===== config.mk =====
export PLATFORM = sky130hd
export DESIGN_NAME = pbq_txq_mgr
export DESIGN_NICKNAME = d
export VERILOG_FILES = /design/src/rtl/pbq_pkg.sv /design/src/rtl/pbq_irq.sv /design/src/rtl/pbq_fifo.sv /design/src/rtl/pbq_alloc.sv /design/src/rtl/pbq_txq_mgr.sv
export SDC_FILE = /design/constraint.sdc
export NUM_CORES = 1
export LEC_CHECK = 0
export BUFFER_PORTS_ARGS = -buffer_cell sky130_fd_sc_hd__buf_2
export CORE_AREA = 8 8 153 155
export CTS_CLUSTER_DIAMETER = 50
export DETAILED_ROUTE_END_ITERATION = 7
export DIE_AREA = 0 0 161 163
export PLACE_DENSITY_LB_ADDON = 0.12
export SYNTH_ARGS = -nofsm -noshare
export SYNTH_HDL_FRONTEND = slang
export SYNTH_SLANG_ARGS = --single-unit

===== constraint.sdc =====
create_clock -name clk -period 5.8 [get_ports clk]
set_input_delay 0 -clock clk [delete_from_list [all_inputs] [get_ports clk]]
set_output_delay 0 -clock clk [all_outputs]
set_load 0.03 [all_outputs]

===== src/rtl/pbq_pkg.sv =====
package pbq_pkg;
   localparam int IRQ_W       = 4;
   localparam int IRQ_ALLOC   = 0;
   localparam int IRQ_TX      = 1;
   localparam int IRQ_TXEMPTY = 2;
   localparam int IRQ_OVF     = 3;

   typedef enum logic {TX_IDLE, TX_BUSY} tx_state_e;
endpackage


===== src/rtl/pbq_irq.sv =====
module pbq_irq #(
   parameter int W = 4
) (
   input  logic         clk,
   input  logic         rst_n,
   input  logic [W-1:0] set_i,
   input  logic [W-1:0] clr_i,
   input  logic [W-1:0] mask_i,
   output logic [W-1:0] status_o,
   output logic         irq_o
);
   logic [W-1:0] stat_q;

   for (genvar b = 0; b < W; b++) begin : g_bit
      always_ff @(posedge clk or negedge rst_n) begin
         if (!rst_n)         stat_q[b] <= 1'b0;
         else if (set_i[b])  stat_q[b] <= 1'b1;
         else if (clr_i[b])  stat_q[b] <= 1'b0;
      end

      // a clear with no competing set empties the bit
      a_r9_clear_bit: assert property (@(posedge clk) disable iff (!rst_n)
         clr_i[b] && !set_i[b] |=> !status_o[b]);
      // an event always lands in the status bit
      a_r9_set_bit: assert property (@(posedge clk) disable iff (!rst_n)
         set_i[b] |=> status_o[b]);
   end

   assign status_o = stat_q;
   assign irq_o    = |(stat_q & mask_i);
endmodule


===== src/rtl/pbq_fifo.sv =====
module pbq_fifo #(
   parameter int W     = 4,
   parameter int DEPTH = 4,
   localparam int AW   = $clog2(DEPTH)
) (
   input  logic         clk,
   input  logic         rst_n,
   input  logic         push_i,
   input  logic [W-1:0] din_i,
   input  logic         pop_i,
   output logic [W-1:0] dout_o,
   output logic         full_o,
   output logic         empty_o
);
   if (DEPTH < 2 || (DEPTH & (DEPTH - 1)) != 0) begin : g_bad_depth
      $error("pbq_fifo: DEPTH must be a power of two >= 2");
   end

   logic [W-1:0] mem [DEPTH];
   logic [AW:0]  wp_q, rp_q;

   always_ff @(posedge clk) begin
      if (push_i) mem[wp_q[AW-1:0]] <= din_i;
   end

   always_ff @(posedge clk or negedge rst_n) begin
      if (!rst_n) begin
         wp_q <= '0;
         rp_q <= '0;
      end else begin
         if (push_i) wp_q <= wp_q + 1'b1;
         if (pop_i)  rp_q <= rp_q + 1'b1;
      end
   end

   assign dout_o  = mem[rp_q[AW-1:0]];
   assign empty_o = (wp_q == rp_q);
   assign full_o  = (wp_q[AW] != rp_q[AW]) && (wp_q[AW-1:0] == rp_q[AW-1:0]);

   // the owner never writes into a full queue
   a_r3_no_push_full: assert property (@(posedge clk) disable iff (!rst_n)
      push_i |-> !full_o);
   // nothing is dispatched from an empty queue
   a_r4_no_pop_empty: assert property (@(posedge clk) disable iff (!rst_n)
      pop_i |-> !empty_o);
endmodule


===== src/rtl/pbq_alloc.sv =====
module pbq_alloc #(
   parameter int NUM_PKT     = 16,
   parameter int TOTAL_PAGES = 8,
   parameter int PAGE_SH     = 8,
   parameter int LEN_W       = 12,
   localparam int PKT_W      = $clog2(NUM_PKT)
) (
   input  logic             clk,
   input  logic             rst_n,
   input  logic             req_i,
   input  logic [LEN_W-1:0] len_i,
   input  logic             rel_a_i,
   input  logic [PKT_W-1:0] rel_a_pkt_i,
   input  logic             rel_b_i,
   input  logic [PKT_W-1:0] rel_b_pkt_i,
   output logic             done_o,
   output logic [PKT_W-1:0] result_o
);
   localparam int CNT_W  = $clog2(TOTAL_PAGES + 1);
   localparam int NEED_W = LEN_W - PAGE_SH + 1;
   localparam int CMP_W  = (NEED_W > CNT_W) ? NEED_W : CNT_W;

   if (NUM_PKT < 2 || (NUM_PKT & (NUM_PKT - 1)) != 0) begin : g_bad_pkt
      $error("pbq_alloc: NUM_PKT must be a power of two >= 2");
   end
   if (LEN_W <= PAGE_SH) begin : g_bad_len
      $error("pbq_alloc: LEN_W must exceed PAGE_SH");
   end
   if (TOTAL_PAGES < 1) begin : g_bad_pages
      $error("pbq_alloc: TOTAL_PAGES must be positive");
   end

   logic [NUM_PKT-1:0] used_q;
   logic [CNT_W-1:0]   pages_q [NUM_PKT];
   logic [CNT_W-1:0]   free_q;
   logic               pending_q;
   logic [NEED_W-1:0]  need_q;
   logic [PKT_W-1:0]   result_q;

   // round the byte count up to whole pages, never less than one
   logic [LEN_W:0]    len_up;
   logic [NEED_W-1:0] need_raw, need_c;
   always_comb begin
      len_up   = {1'b0, len_i} + (LEN_W + 1)'((1 << PAGE_SH) - 1);
      need_raw = NEED_W'(len_up >> PAGE_SH);
      need_c   = (need_raw == '0) ? NEED_W'(1) : need_raw;
   end

   // lowest free packet number
   logic             have_pkt;
   logic [PKT_W-1:0] pick;
   always_comb begin
      have_pkt = 1'b0;
      pick     = '0;
      for (int i = NUM_PKT - 1; i >= 0; i--) begin
         if (!used_q[i]) begin
            have_pkt = 1'b1;
            pick     = PKT_W'(i);
         end
      end
   end

   logic fits, fire, hit_a, hit_b;
   logic [CNT_W-1:0] gain_a, gain_b;
   logic [CMP_W:0]   free_sum;
   always_comb begin
      fits   = CMP_W'(need_q) <= CMP_W'(free_q);
      fire   = pending_q && have_pkt && fits;
      hit_a  = rel_a_i && used_q[rel_a_pkt_i];
      hit_b  = rel_b_i && used_q[rel_b_pkt_i] && !(hit_a && rel_a_pkt_i == rel_b_pkt_i);
      gain_a = hit_a ? pages_q[rel_a_pkt_i] : '0;
      gain_b = hit_b ? pages_q[rel_b_pkt_i] : '0;
      free_sum = (CMP_W + 1)'(free_q) + (CMP_W + 1)'(gain_a) + (CMP_W + 1)'(gain_b)
               - (fire ? (CMP_W + 1)'(need_q) : '0);
   end

   for (genvar g = 0; g < NUM_PKT; g++) begin : g_ent
      always_ff @(posedge clk or negedge rst_n) begin
         if (!rst_n) begin
            used_q[g]  <= 1'b0;
            pages_q[g] <= '0;
         end else if (fire && pick == PKT_W'(g)) begin
            used_q[g]  <= 1'b1;
            pages_q[g] <= CNT_W'(need_q);
         end else if ((hit_a && rel_a_pkt_i == PKT_W'(g)) ||
                      (hit_b && rel_b_pkt_i == PKT_W'(g))) begin
            used_q[g]  <= 1'b0;
         end
      end
   end

   always_ff @(posedge clk or negedge rst_n) begin
      if (!rst_n) begin
         free_q    <= CNT_W'(TOTAL_PAGES);
         pending_q <= 1'b0;
         need_q    <= '0;
         result_q  <= '0;
      end else begin
         free_q <= CNT_W'(free_sum);
         if (fire) begin
            pending_q <= 1'b0;
            result_q  <= pick;
         end else if (req_i && !pending_q) begin
            pending_q <= 1'b1;
            need_q    <= need_c;
         end
      end
   end

   assign done_o   = fire;
   assign result_o = result_q;

   // the page count never exceeds the pool
   a_r2_free_bounded: assert property (@(posedge clk) disable iff (!rst_n)
      CMP_W'(free_q) <= CMP_W'(TOTAL_PAGES));
   // a reported packet number is marked in use
   a_r1_result_used: assert property (@(posedge clk) disable iff (!rst_n)
      fire |=> used_q[result_o]);
   // a host release of an allocated number frees it
   a_r8_release_frees: assert property (@(posedge clk) disable iff (!rst_n)
      hit_b && !fire |=> !used_q[$past(rel_b_pkt_i)]);
endmodule


===== src/rtl/pbq_txq_mgr.sv =====
module pbq_txq_mgr
   import pbq_pkg::*;
#(
   parameter int NUM_PKT     = 16,
   parameter int TOTAL_PAGES = 8,
   parameter int PAGE_SH     = 8,
   parameter int LEN_W       = 12,
   parameter int FIFO_DEPTH  = 4,
   localparam int PKT_W      = $clog2(NUM_PKT)
) (
   input  logic             clk,
   input  logic             rst_n,
   input  logic             alloc_cmd_i,
   input  logic [LEN_W-1:0] alloc_len_i,
   output logic [PKT_W-1:0] alloc_result_o,
   input  logic [PKT_W-1:0] pkt_num_i,
   input  logic             enq_cmd_i,
   input  logic             rel_cmd_i,
   input  logic             txena_set_i,
   input  logic             txena_clr_i,
   output logic             txena_o,
   input  logic             auto_release_i,
   input  logic             half_duplex_i,
   input  logic             defer_i,
   input  logic [IRQ_W-1:0] irq_clr_i,
   input  logic [IRQ_W-1:0] irq_mask_i,
   output logic [IRQ_W-1:0] irq_status_o,
   output logic             irq_o,
   output logic             mac_req_o,
   output logic [PKT_W-1:0] mac_pkt_o,
   input  logic             mac_done_i,
   input  logic             mac_fail_i,
   output logic [PKT_W-1:0] tx_port_pkt_o
);
   tx_state_e        st_q;
   logic [PKT_W-1:0] cur_q, port_q;
   logic             txena_q;

   logic             q_full, q_empty, q_push, q_pop;
   logic [PKT_W-1:0] q_head;
   logic             alloc_done;
   logic             fin_ok, fin_bad, go;
   logic [IRQ_W-1:0] irq_set;

   always_comb begin
      q_push  = enq_cmd_i && !q_full;
      go      = (st_q == TX_IDLE) && txena_q && !q_empty && !(half_duplex_i && defer_i);
      q_pop   = go;
      fin_bad = (st_q == TX_BUSY) && mac_fail_i;
      fin_ok  = (st_q == TX_BUSY) && mac_done_i && !mac_fail_i;
      irq_set              = '0;
      irq_set[IRQ_ALLOC]   = alloc_done;
      irq_set[IRQ_TX]      = fin_bad || (fin_ok && !auto_release_i);
      irq_set[IRQ_TXEMPTY] = fin_ok && q_empty;
      irq_set[IRQ_OVF]     = enq_cmd_i && q_full;
   end

   pbq_fifo #(.W(PKT_W), .DEPTH(FIFO_DEPTH)) u_queue (
      .clk(clk), .rst_n(rst_n),
      .push_i(q_push), .din_i(pkt_num_i),
      .pop_i(q_pop), .dout_o(q_head),
      .full_o(q_full), .empty_o(q_empty)
   );

   pbq_alloc #(
      .NUM_PKT(NUM_PKT), .TOTAL_PAGES(TOTAL_PAGES),
      .PAGE_SH(PAGE_SH), .LEN_W(LEN_W)
   ) u_pool (
      .clk(clk), .rst_n(rst_n),
      .req_i(alloc_cmd_i), .len_i(alloc_len_i),
      .rel_a_i(fin_ok && auto_release_i), .rel_a_pkt_i(cur_q),
      .rel_b_i(rel_cmd_i), .rel_b_pkt_i(pkt_num_i),
      .done_o(alloc_done), .result_o(alloc_result_o)
   );

   pbq_irq #(.W(IRQ_W)) u_irq (
      .clk(clk), .rst_n(rst_n),
      .set_i(irq_set), .clr_i(irq_clr_i), .mask_i(irq_mask_i),
      .status_o(irq_status_o), .irq_o(irq_o)
   );

   always_ff @(posedge clk or negedge rst_n) begin
      if (!rst_n) begin
         st_q    <= TX_IDLE;
         cur_q   <= '0;
         port_q  <= '0;
         txena_q <= 1'b0;
      end else begin
         if (fin_bad)          txena_q <= 1'b0;
         else if (txena_set_i) txena_q <= 1'b1;
         else if (txena_clr_i) txena_q <= 1'b0;

         if (go) begin
            st_q  <= TX_BUSY;
            cur_q <= q_head;
         end else if (fin_ok || fin_bad) begin
            st_q   <= TX_IDLE;
            port_q <= cur_q;
         end
      end
   end

   assign txena_o       = txena_q;
   assign mac_req_o     = (st_q == TX_BUSY);
   assign mac_pkt_o     = cur_q;
   assign tx_port_pkt_o = port_q;

   // a failure stops the queue and drops transmit enable
   a_r7_fail_stops: assert property (@(posedge clk) disable iff (!rst_n)
      fin_bad |=> !txena_o && !mac_req_o);
   // a request is only raised while transmit is enabled
   a_r4_needs_txena: assert property (@(posedge clk) disable iff (!rst_n)
      $rose(mac_req_o) |-> $past(txena_o));
   // an offered packet is held until the MAC answers
   a_r4_req_hold: assert property (@(posedge clk) disable iff (!rst_n)
      mac_req_o && !mac_done_i && !mac_fail_i |=> mac_req_o && $stable(mac_pkt_o));
   // deferral in half duplex blocks a new dispatch
   a_r4_defer_blocks: assert property (@(posedge clk) disable iff (!rst_n)
      half_duplex_i && defer_i && !mac_req_o |=> !mac_req_o);
endmodule


==> out/results.tsv, run 1 <==
metric	value	unit
status	completed	
Worst-Skew Late Latency	420	ps
register area share after synthesis	0.461	
gr ovfl total	0	
post_cts resized	0	
Max IR drop VDD	0.213	mV
core area	0.0208	sq mm
die height	163	um
Static Leakage	3.66	nW
Max Freq	0.208	GHz
mapped cell area	0.00723	sq mm
synth top area cells	dfrtp_1, mux4_2, mux2_2	
Synth top area share	0.391	
min cycle time layout	4820	ps
deepest clock path buffer count	2	
Mapped Nets	614	
fin crit share	0.830	
via count	5031	
vias in the first global route	5376	
critical path class	reg2reg	
count leader, synth	dfrtp_1	
Syn. warnings	0	
CP arrival	5160	ps
CTS Hold Buffers Added	20	
Slew headroom	0.156	
unrepaired setup endpoints after global routing	false	
# nets final	685	
synthesized instance count	561	
initial antenna violation count	0	
Rows	53	
Avg Synthesized Cell Area	12.9	sq um
Startpoint Class	flip-flop	
Die ar.	0.0262	sq mm
clock root cell	clkbuf_16	
Worst Slack Setup Final	983	ps
remaining antenna violation count	0	
flop and latch count out of synthesis	130	
WP data required	6140	ps
Slew @ Worst Pin	1260	ps
Async S/R FF share, synth	0.877	
diode count	0	
CP Max Fanout	19	
CP Capture Type	flip-flop	
PwrDens	547	mW/mm^2
Die W	161	um
Max Slew Vio Count	0	
num ports	55	
Worst-path clk slew	60	ps
share of cells above drive strength 1	0.349	
Num CTS Buffers	17	
setup repair bufs after CTS	0	
Post-Place Setup Slack	1030	ps
DR pass1 iterations	5	
top cells by instance count after synthesis	dfrtp_1, mux2_2, nand2_1	
post-DR vias/cell	5.47	
largest net degree at the start of global routing	67	
H-tree Lvls	4	
Initial Util	0.347	
EDFF count, synth	16	
final setup violation count	0	
P&R area growth vs syn	18.4	%
Max-Cap Viols	0	
drc violations	0	
wire per inst	22.4	um
clock skew	8.04	ps
Yosys cell types	62	
# port buffers	54	
Min Hold Slack	55.5	ps
DRT iter0 DRCs	381	
Final HPWL DP	14200	um
WL final	20600	um
Synth Flop Type	dfrtp_1	
CTS tree	yes	
Power Total	4.69	mW
Final Wtd Congestion	0.867	
Hold Path Class	in2reg	
clock sinks	130	
first-pass GRT wire length	32700	um
FILL cells	1980	
total negative setup slack	0	ps
Fin. Hold Viols	0	
GRT Total Usage	0.165	
cell taking the most area after synthesis	dfrtp_1	
==> state kept, by name, summed over array words and instances, names as in the netlist <==
name / flops
u_pool.used_q: 16
txena_o: 1
u_queue.wp_q: 3
u_pool.free_q: 4
u_pool.need_q: 5
u_pool.pending_q: 1
u_irq.status_o: 4
tx_port_pkt_o: 4
mac_req_o: 1
u_queue.mem: 16
u_pool.pages_q: 64
mac_pkt_o: 4
u_queue.rp_q: 3
u_pool.result_o: 4
==> cell families after synthesis <==
group | share of synthesized area
simple gates | 0.117
flops | 0.461
mux | 0.270
compound gates | 0.0628
buf+inv | 0.0296
xor+xnor | 0.0242
fa+ha+maj | 0.0356
==> power by group <==
part / total (mW) / switching, mW / internal (mW)
sequential: 1.67 / 0.411 / 1.26
clock: 1.09 / 0.444 / 0.645
combinational: 1.93 / 1.01 / 0.922
==> critical path, stage by stage, from the launching register on <==
cell and delay, ps:
dfrtp_1 740, ha_1 350, and3b_1 160, a2111oi_1 420, o21a_1 410, and2_1 210, nand2_1 90, fa_1 560
inv_1 50, fa_1 510, fa_1 450, xnor2_1 140, xnor2_1 200, xnor2_1 150, xnor2_1 150, xnor2_1 140
==> cells in the final DEF, fill, tap and decap left out, types with 4 or more instances in the layout <==
master / instances
a21oi_1: 9
and2_1: 6
and3_1: 7
buf_2: 53
buf_4: 7
clkbuf_16: 17
dfrtp_1: 113
dlygate4sd3_1: 20
edfxtp_1: 16
fa_1: 6
ha_1: 11
inv_1: 23
inv_6: 5
mux2_2: 68
mux4_2: 50
nand2_1: 61
nand2b_1: 11
nand3_1: 11
nand4_1: 6
nor2_1: 13
nor2b_1: 7
nor3_1: 5
o21ai_0: 18
o21ai_1: 4
o221ai_1: 14
xnor2_1: 10
xor2_1: 10
==> per-stage QoR <==
step	util	cell area, sq um	cells
final	0.411	8570	920
after global routing	0.411	8570	920
after CTS	0.411	8570	920
after detailed placement	0.373	7770	868
after global placement	0.373	7770	868
after floorplan	-	7230	561
==> final timing paths <==
path | start | to | slack (ps) | cells after the start
setup / recovery | u_pool.need_q[1] | u_pool.free_q[3] | 980 | 15
hold / removal | pkt_num_i[3] | u_queue.mem[2][3] | 60 | 1
setup reg to reg | u_pool.need_q[1] | u_pool.free_q[3] | 980 | 15
hold reg to reg | u_pool.result_o[1] | u_pool.result_o[1] | 480 | 2
max in group asynchronous | rst_n | u_pool.pages_q[14] | 4300 | 3
min in group asynchronous | rst_n | u_pool.used_q[7] | 170 | 2
==> final cells by class <==
| class | count | area (sq um) | area share |
|---|---|---|---|
| clock buffers | 17 | 425 | 0.0497 |
| clock inverters | 15 | 171 | 0.0200 |
| inverters | 23 | 86.3 | 0.0101 |
| multi-input cells | 380 | 3690 | 0.430 |
| flip-flops and latches | 130 | 3330 | 0.389 |
| well taps | 275 | 344 | 0.0402 |
| repair buffers | 80 | 518 | 0.0605 |
==> per-layer routing <==
layer / GRT usage / part of all wire / vias up / wire [um]
met5: 0 / 0 / - / 0
met4: 0.0657 / 0.027 / 0 / 563
li1: - / - / 2252 / -
met3: 0.0319 / 0.051 / 32 / 1050
met1: 0.229 / 0.47 / 2590 / 9620
met2: 0.249 / 0.45 / 157 / 9360
No activity file was read; power rests on OpenSTA's default activity.
==> run 2, diff against run 1 <==
==> constraint.sdc (replaced) <==
create_clock -name clk -period 4.1 [get_ports clk]
set_input_delay 0 -clock clk [delete_from_list [all_inputs] [get_ports clk]]
set_output_delay 0 -clock clk [all_outputs]
set_load 0.03 [all_outputs]
==> run 2 against run 1 <==
  * The flow now finishes with violations (negative setup slack)
  * Critical path depth unchanged
  * Critical endpoint unchanged
  * Flip-flop and latch count unchanged
  * Cell count increased by 6.2%
  * Hold slack lost 31 ps
  * Total power grew 54%
  * Largest cell class unchanged
  * First-iteration DRC count down 44%
  * Count of clock-buffer cells in the layout unchanged
  * Clock power increased by 46%
  * Routed wire length grew 2.7%
  * Combinational power rose by 80%
  * Die area unchanged
  * Via count is 5.8% higher
==> out/results.tsv, run 2 (synthesis gave the netlist of run 1 again) <==
metric	value	unit
Startpoint Class	flip-flop	
net switching power	2.83	mW
failing checks	negative setup slack	
wire per inst	21.6	um
Die W	161	um
H-tree Lvls	4	
Fin. Hold Viols	0	
CP Max Fanout	3	
PwrDens	795	mW/mm^2
# port buffers	54	
num ports	55	
WL final	21100	um
CP Capture Type	flip-flop	
first-pass GRT wire length	33700	um
Final HPWL DP	15700	um
clock skew	11.5	ps
most frequent cells in the layout	dfrtp_1, mux2_2, nand2_1, buf_4, buf_2	
min cycle time layout	4100	ps
Max IR drop VDD	0.314	mV
slowest CP cell	fa_1	
unrepaired setup endpoints after global routing	true	
Num CTS Buffers	17	
Final Wtd Congestion	0.893	
# nets final	742	
largest net degree at the start of global routing	75	
Max Freq	0.244	GHz
Die ar.	0.0262	sq mm
die height	163	um
initial antenna violation count	0	
post-DR vias/cell	5.45	
DRT iter0 DRCs	212	
share of cells above drive strength 1	0.425	
most common cell after layout, fill and taps aside	dfrtp_1	
Min Hold Slack	24.9	ps
delay-heaviest family, CP	adder cells	
deepest clock path buffer count	2	
DR pass1 iterations	5	
Initial Util	0.347	
Max-Cap Viols	0	
Worst-Skew Late Latency	430	ps
Worst Slack Setup Final	-4.76	ps
CP arrival	4460	ps
diode count	0	
power share of the sequential group	0.301	
Slew headroom	0.315	
CP peak stage delay	550	ps
via count	5321	
GRT Total Usage	0.169	
final setup violation count	1	
Final Non-Filler Cells	977	
P&R area growth vs syn	25.8	%
vias in the first global route	5602	
Critical Path Most Common Cell	xnor2_1	
Worst-path clk slew	70	ps
Max Slew Vio Count	0	
WP buf/inv	1	
gr ovfl total	0	
max reg flops	64	
Hold Path Class	in2reg	
Int Pwr	4.41	mW
WP data required	4460	ps
CTS tree	yes	
drc violations	0	
clock network power share	0.220	
Static Leakage	3.97	nW
sw frac	0.391	
fin crit share	1.00	
critical path class	reg2reg	
Rows	53	
Slew @ Worst Pin	1030	ps
placed insts	923	
CP cell instances	ha_1, and3b_1, a2111oi_4, o21a_1, and2_1, nand2_1, fa_1, inv_1, fa_1, fa_2, xnor2_2, xnor2_1, xnor2_1, xnor2_1, xnor2_1	
remaining antenna violation count	0	
status	finished with violations	
clock root cell	clkbuf_16	
core area	0.0208	sq mm
clock sinks	130	
Comb pwr share	0.479	
Top reg by flops	u_pool.pages_q	
==> run 2: cell count changes in the layout (fill, tap and decap cells not counted), sizes merged <==
cell,before,now
inv,30,31
dlygate4sd3,20,18
buf,60,119
clkinvlp,3,2
==> run 2: final timing paths <==
path	depth (start not counted)	end	from	slack, ps
worst max register to register	15	u_pool.free_q[3]	u_pool.need_q[2]	-5
worst min-delay path	4	u_pool.need_q[3]	alloc_len_i[10]	20
worst min register to register	2	u_pool.result_o[1]	u_pool.result_o[1]	470
worst max-delay path	15	u_pool.free_q[3]	u_pool.need_q[2]	-5
min in group asynchronous	2	u_pool.used_q[8]	rst_n	270
max in group asynchronous	3	u_pool.used_q[12]	rst_n	2620
==> run 2: metrics by stage <==
stage	TNS [ps]	power (mW)	area, sq um	setup WS (ps)	utilization
finish	-4.76	7.24	9100	-4.76	0.437
global route	-211	7.72	9100	-211	0.437
CTS	-48.2	7.25	9070	-48.2	0.435
detailed placement	-123	5.56	8230	-123	0.395
global placement	-3.12	5.49	8230	-3.12	0.395
floorplan	-134	4.31	7260	-134	-
==> run 2: worst min-delay path: stages <==
cell and delay [ps]:
buf_2 130, nand3_1 90, xor2_1 60, o21ai_0 130
==> run 2: cell type report <==
| cell class | count | area, sq um |
|---|---|---|
| clock buffers | 17 | 425 |
| clock inverters | 15 | 191 |
| fillers | 1961 | 11700 |
| inverters | 23 | 86.3 |
| multi-input cells | 380 | 3740 |
| flip-flops and latches | 130 | 3340 |
| well taps | 275 | 344 |
| repair buffers | 137 | 977 |
==> run 2: power groups by stage <==
stage               clock network [mW]  registers [mW]  logic (mW)
finish                            1.59            2.18        3.47
global route                      1.69            2.24        3.79
CTS                               1.63            2.17        3.45
detailed placement                   0            2.19        3.37
global placement                     0            2.17        3.31
floorplan                            0            2.23        2.09
==> run 2: timing repair <==
action | CTS | global route
cloned | 0 | 0
setup endpoints to repair | 1 | 1
resized for setup | 7 | 3
pin swaps | 10 | 1
endpoints found under the hold margin | 89 | 0
hold buffers | 18 | 0
setup buffers | 2 | 2
==> run 2: per-layer routing <==
metal	track usage	part of all wire
met5	0	0
met1	0.223	0.45
met2	0.270	0.48
met4	0.0564	0.020
met3	0.0402	0.050
==> run 3, diff against run 2 <==
--- a/config.mk
+++ b/config.mk
@@ -11,6 +11,7 @@
 export DETAILED_ROUTE_END_ITERATION = 7
 export DIE_AREA = 0 0 161 163
 export PLACE_DENSITY_LB_ADDON = 0.12
+export RECOVER_POWER = 100
 export SYNTH_ARGS = -nofsm -noshare
 export SYNTH_HDL_FRONTEND = slang
 export SYNTH_SLANG_ARGS = --single-unit
==> run 3 against run 2 <==
  * The run ends with max-capacitance violations, max-slew violations, negative setup slack left
  * Total power decreased by 0.18%
  * Design area decreased by 0.26%
  * First-iteration DRC count increased by 1.4%
  * Core utilization decreased by 0.11 points
  * Sequential power about the same
  * Largest cell class unchanged
  * Critical endpoint unchanged
==> out/results.tsv, run 3 (synthesis gave the netlist of run 1 again) <==
metric	value	unit
status	finished with violations	
failing checks	max-capacitance violations, max-slew violations, negative setup slack	
unrepaired setup endpoints after global routing	true	
clock sinks	130	
Power Total	7.23	mW
Max IR drop VDD	0.312	mV
Static Leakage	3.91	nW
Slew @ Worst Pin	2000	ps
Final Wtd Congestion	0.893	
WP data required	4460	ps
# port buffers	54	
Max Slew Vio Count	75	
WL final	21100	um
worst hold path stage count	4	
CP arrival	4470	ps
fin crit share	1.00	
GRT Total Usage	0.169	
initial antenna violation count	0	
wire per inst	21.6	um
Die ar.	0.0262	sq mm
H-tree Lvls	4	
slowest CP cell	fa_1	
Slew headroom	-0.332	
Max-Cap Viols	1	
diode count	0	
most frequent cells in the layout	dfrtp_1, mux2_2, nand2_1	
CP Capture Type	flip-flop	
core area	0.0208	sq mm
post-place instance area	0.00823	sq mm
drc violations	0	
Worst Slack Setup Final	-7.59	ps
Die W	161	um
CP Max Fanout	3	
fin area	0.00908	sq mm
total negative setup slack	-7.59	ps
critical path class	reg2reg	
via count	5317	
die height	163	um
num ports	55	
Initial Util	0.347	
clock skew	11.8	ps
Top reg by flops	u_pool.pages_q	
Max Freq	0.243	GHz
# nets final	742	
most common cell after layout, fill and taps aside	dfrtp_1	
clock root cell	clkbuf_16	
max reg flops	64	
Min Hold Slack	25.9	ps
Hold Path Class	in2reg	
share of cells above drive strength 1	0.400	
first-pass GRT wire length	33700	um
largest net degree at the start of global routing	75	
Fin. Hold Viols	0	
post-DR vias/cell	5.44	
min cycle time layout	4110	ps
Rows	53	
Critical Path Most Common Cell	xnor2_1	
CTS tree	yes	
CP peak stage delay	550	ps
Final HPWL DP	15700	um
Worst-path clk slew	70	ps
vias in the first global route	5602	
final setup violation count	1	
gr ovfl total	0	
Worst-Skew Late Latency	430	ps
Worst R2R Path Depth	15	
CP cell instances	ha_1, and3b_1, a2111oi_4, o21a_1, and2_1, nand2_1, fa_1, inv_1, fa_1, fa_2, xnor2_2, xnor2_1, xnor2_1, xnor2_1, xnor2_1	
P&R area growth vs syn	25.5	%
Post-Place Setup Slack	-123	ps
remaining antenna violation count	0	
PwrDens	796	mW/mm^2
Num CTS Buffers	17	
deepest clock path buffer count	2	
Startpoint Class	flip-flop	
DRT iter0 DRCs	215	
DR pass1 iterations	4	
run 3: cell count changes in the layout (fill, tap and decap cells not counted), sizes merged:
| cell | previous run | this run |
|---|---|---|
| buf | 119 | 101 |
| clkbuf | 17 | 35 |
run 3: final timing paths:
check | from | endpoint | slack [ps]
setup reg to reg | u_pool.need_q[2] | u_pool.free_q[3] | -8
max in group asynchronous | rst_n | u_pool.used_q[12] | 1900
hold reg to reg | u_pool.result_o[1] | u_pool.result_o[1] | 480
min in group asynchronous | rst_n | u_pool.used_q[8] | 660
hold / removal | alloc_len_i[10] | u_pool.need_q[3] | 30
setup / recovery | u_pool.need_q[2] | u_pool.free_q[3] | -8
run 3: layer usage:
layer / vias to the layer above / track usage / wire [um]
li1: 2359 / - / -
met2: 133 / 0.270 / 10200
met4: 0 / 0.0564 / 387
met3: 26 / 0.0402 / 959
met1: 2799 / 0.223 / 9560
met5: - / 0 / 0
run 3: worst max-delay path: cells and delay by family (launching register included):
family / cells / cell delay (ps)
adders and majority gates: 4 / 1840
buffers and inverters: 1 / 60
DFF: 1 / 400
xor gates and xnor gates: 5 / 770
AOI/OAI and AO/OA: 2 / 480
and+or+nand+nor: 3 / 490
run 3: repair_timing:
action | CTS | global route
setup endpoints to repair | 1 | 1
gates resized for setup | 7 | 3
hold endpoints to repair | 89 | 0
pin swaps | 10 | 1
buffers inserted | 2 | 2
hold buffers | 18 | 0
run 3: final cells by class:
type	instances	area (sq um)
clock inverter	15	191
clock buffer	17	425
multi-input combinational	380	3740
fill	1972	11700
tap	275	344
inverter	23	86.3
sequential	130	3340
timing repair buffer	137	953
run 3: power breakdown:
| group | switching (mW) | internal (mW) |
|---|---|---|
| Combinational | 1.77 | 1.68 |
| Sequential | 0.396 | 1.78 |
| Clock | 0.663 | 0.928 |
| Total | 2.83 | 4.40 |
run 3: through the flow:
step,std cells,util
6_report,977,0.436
5_1_grt,977,0.436
4_1_cts,975,0.435
3_5_place_dp,923,0.395
3_3_place_gp,923,0.395
2_1_floorplan,561,-
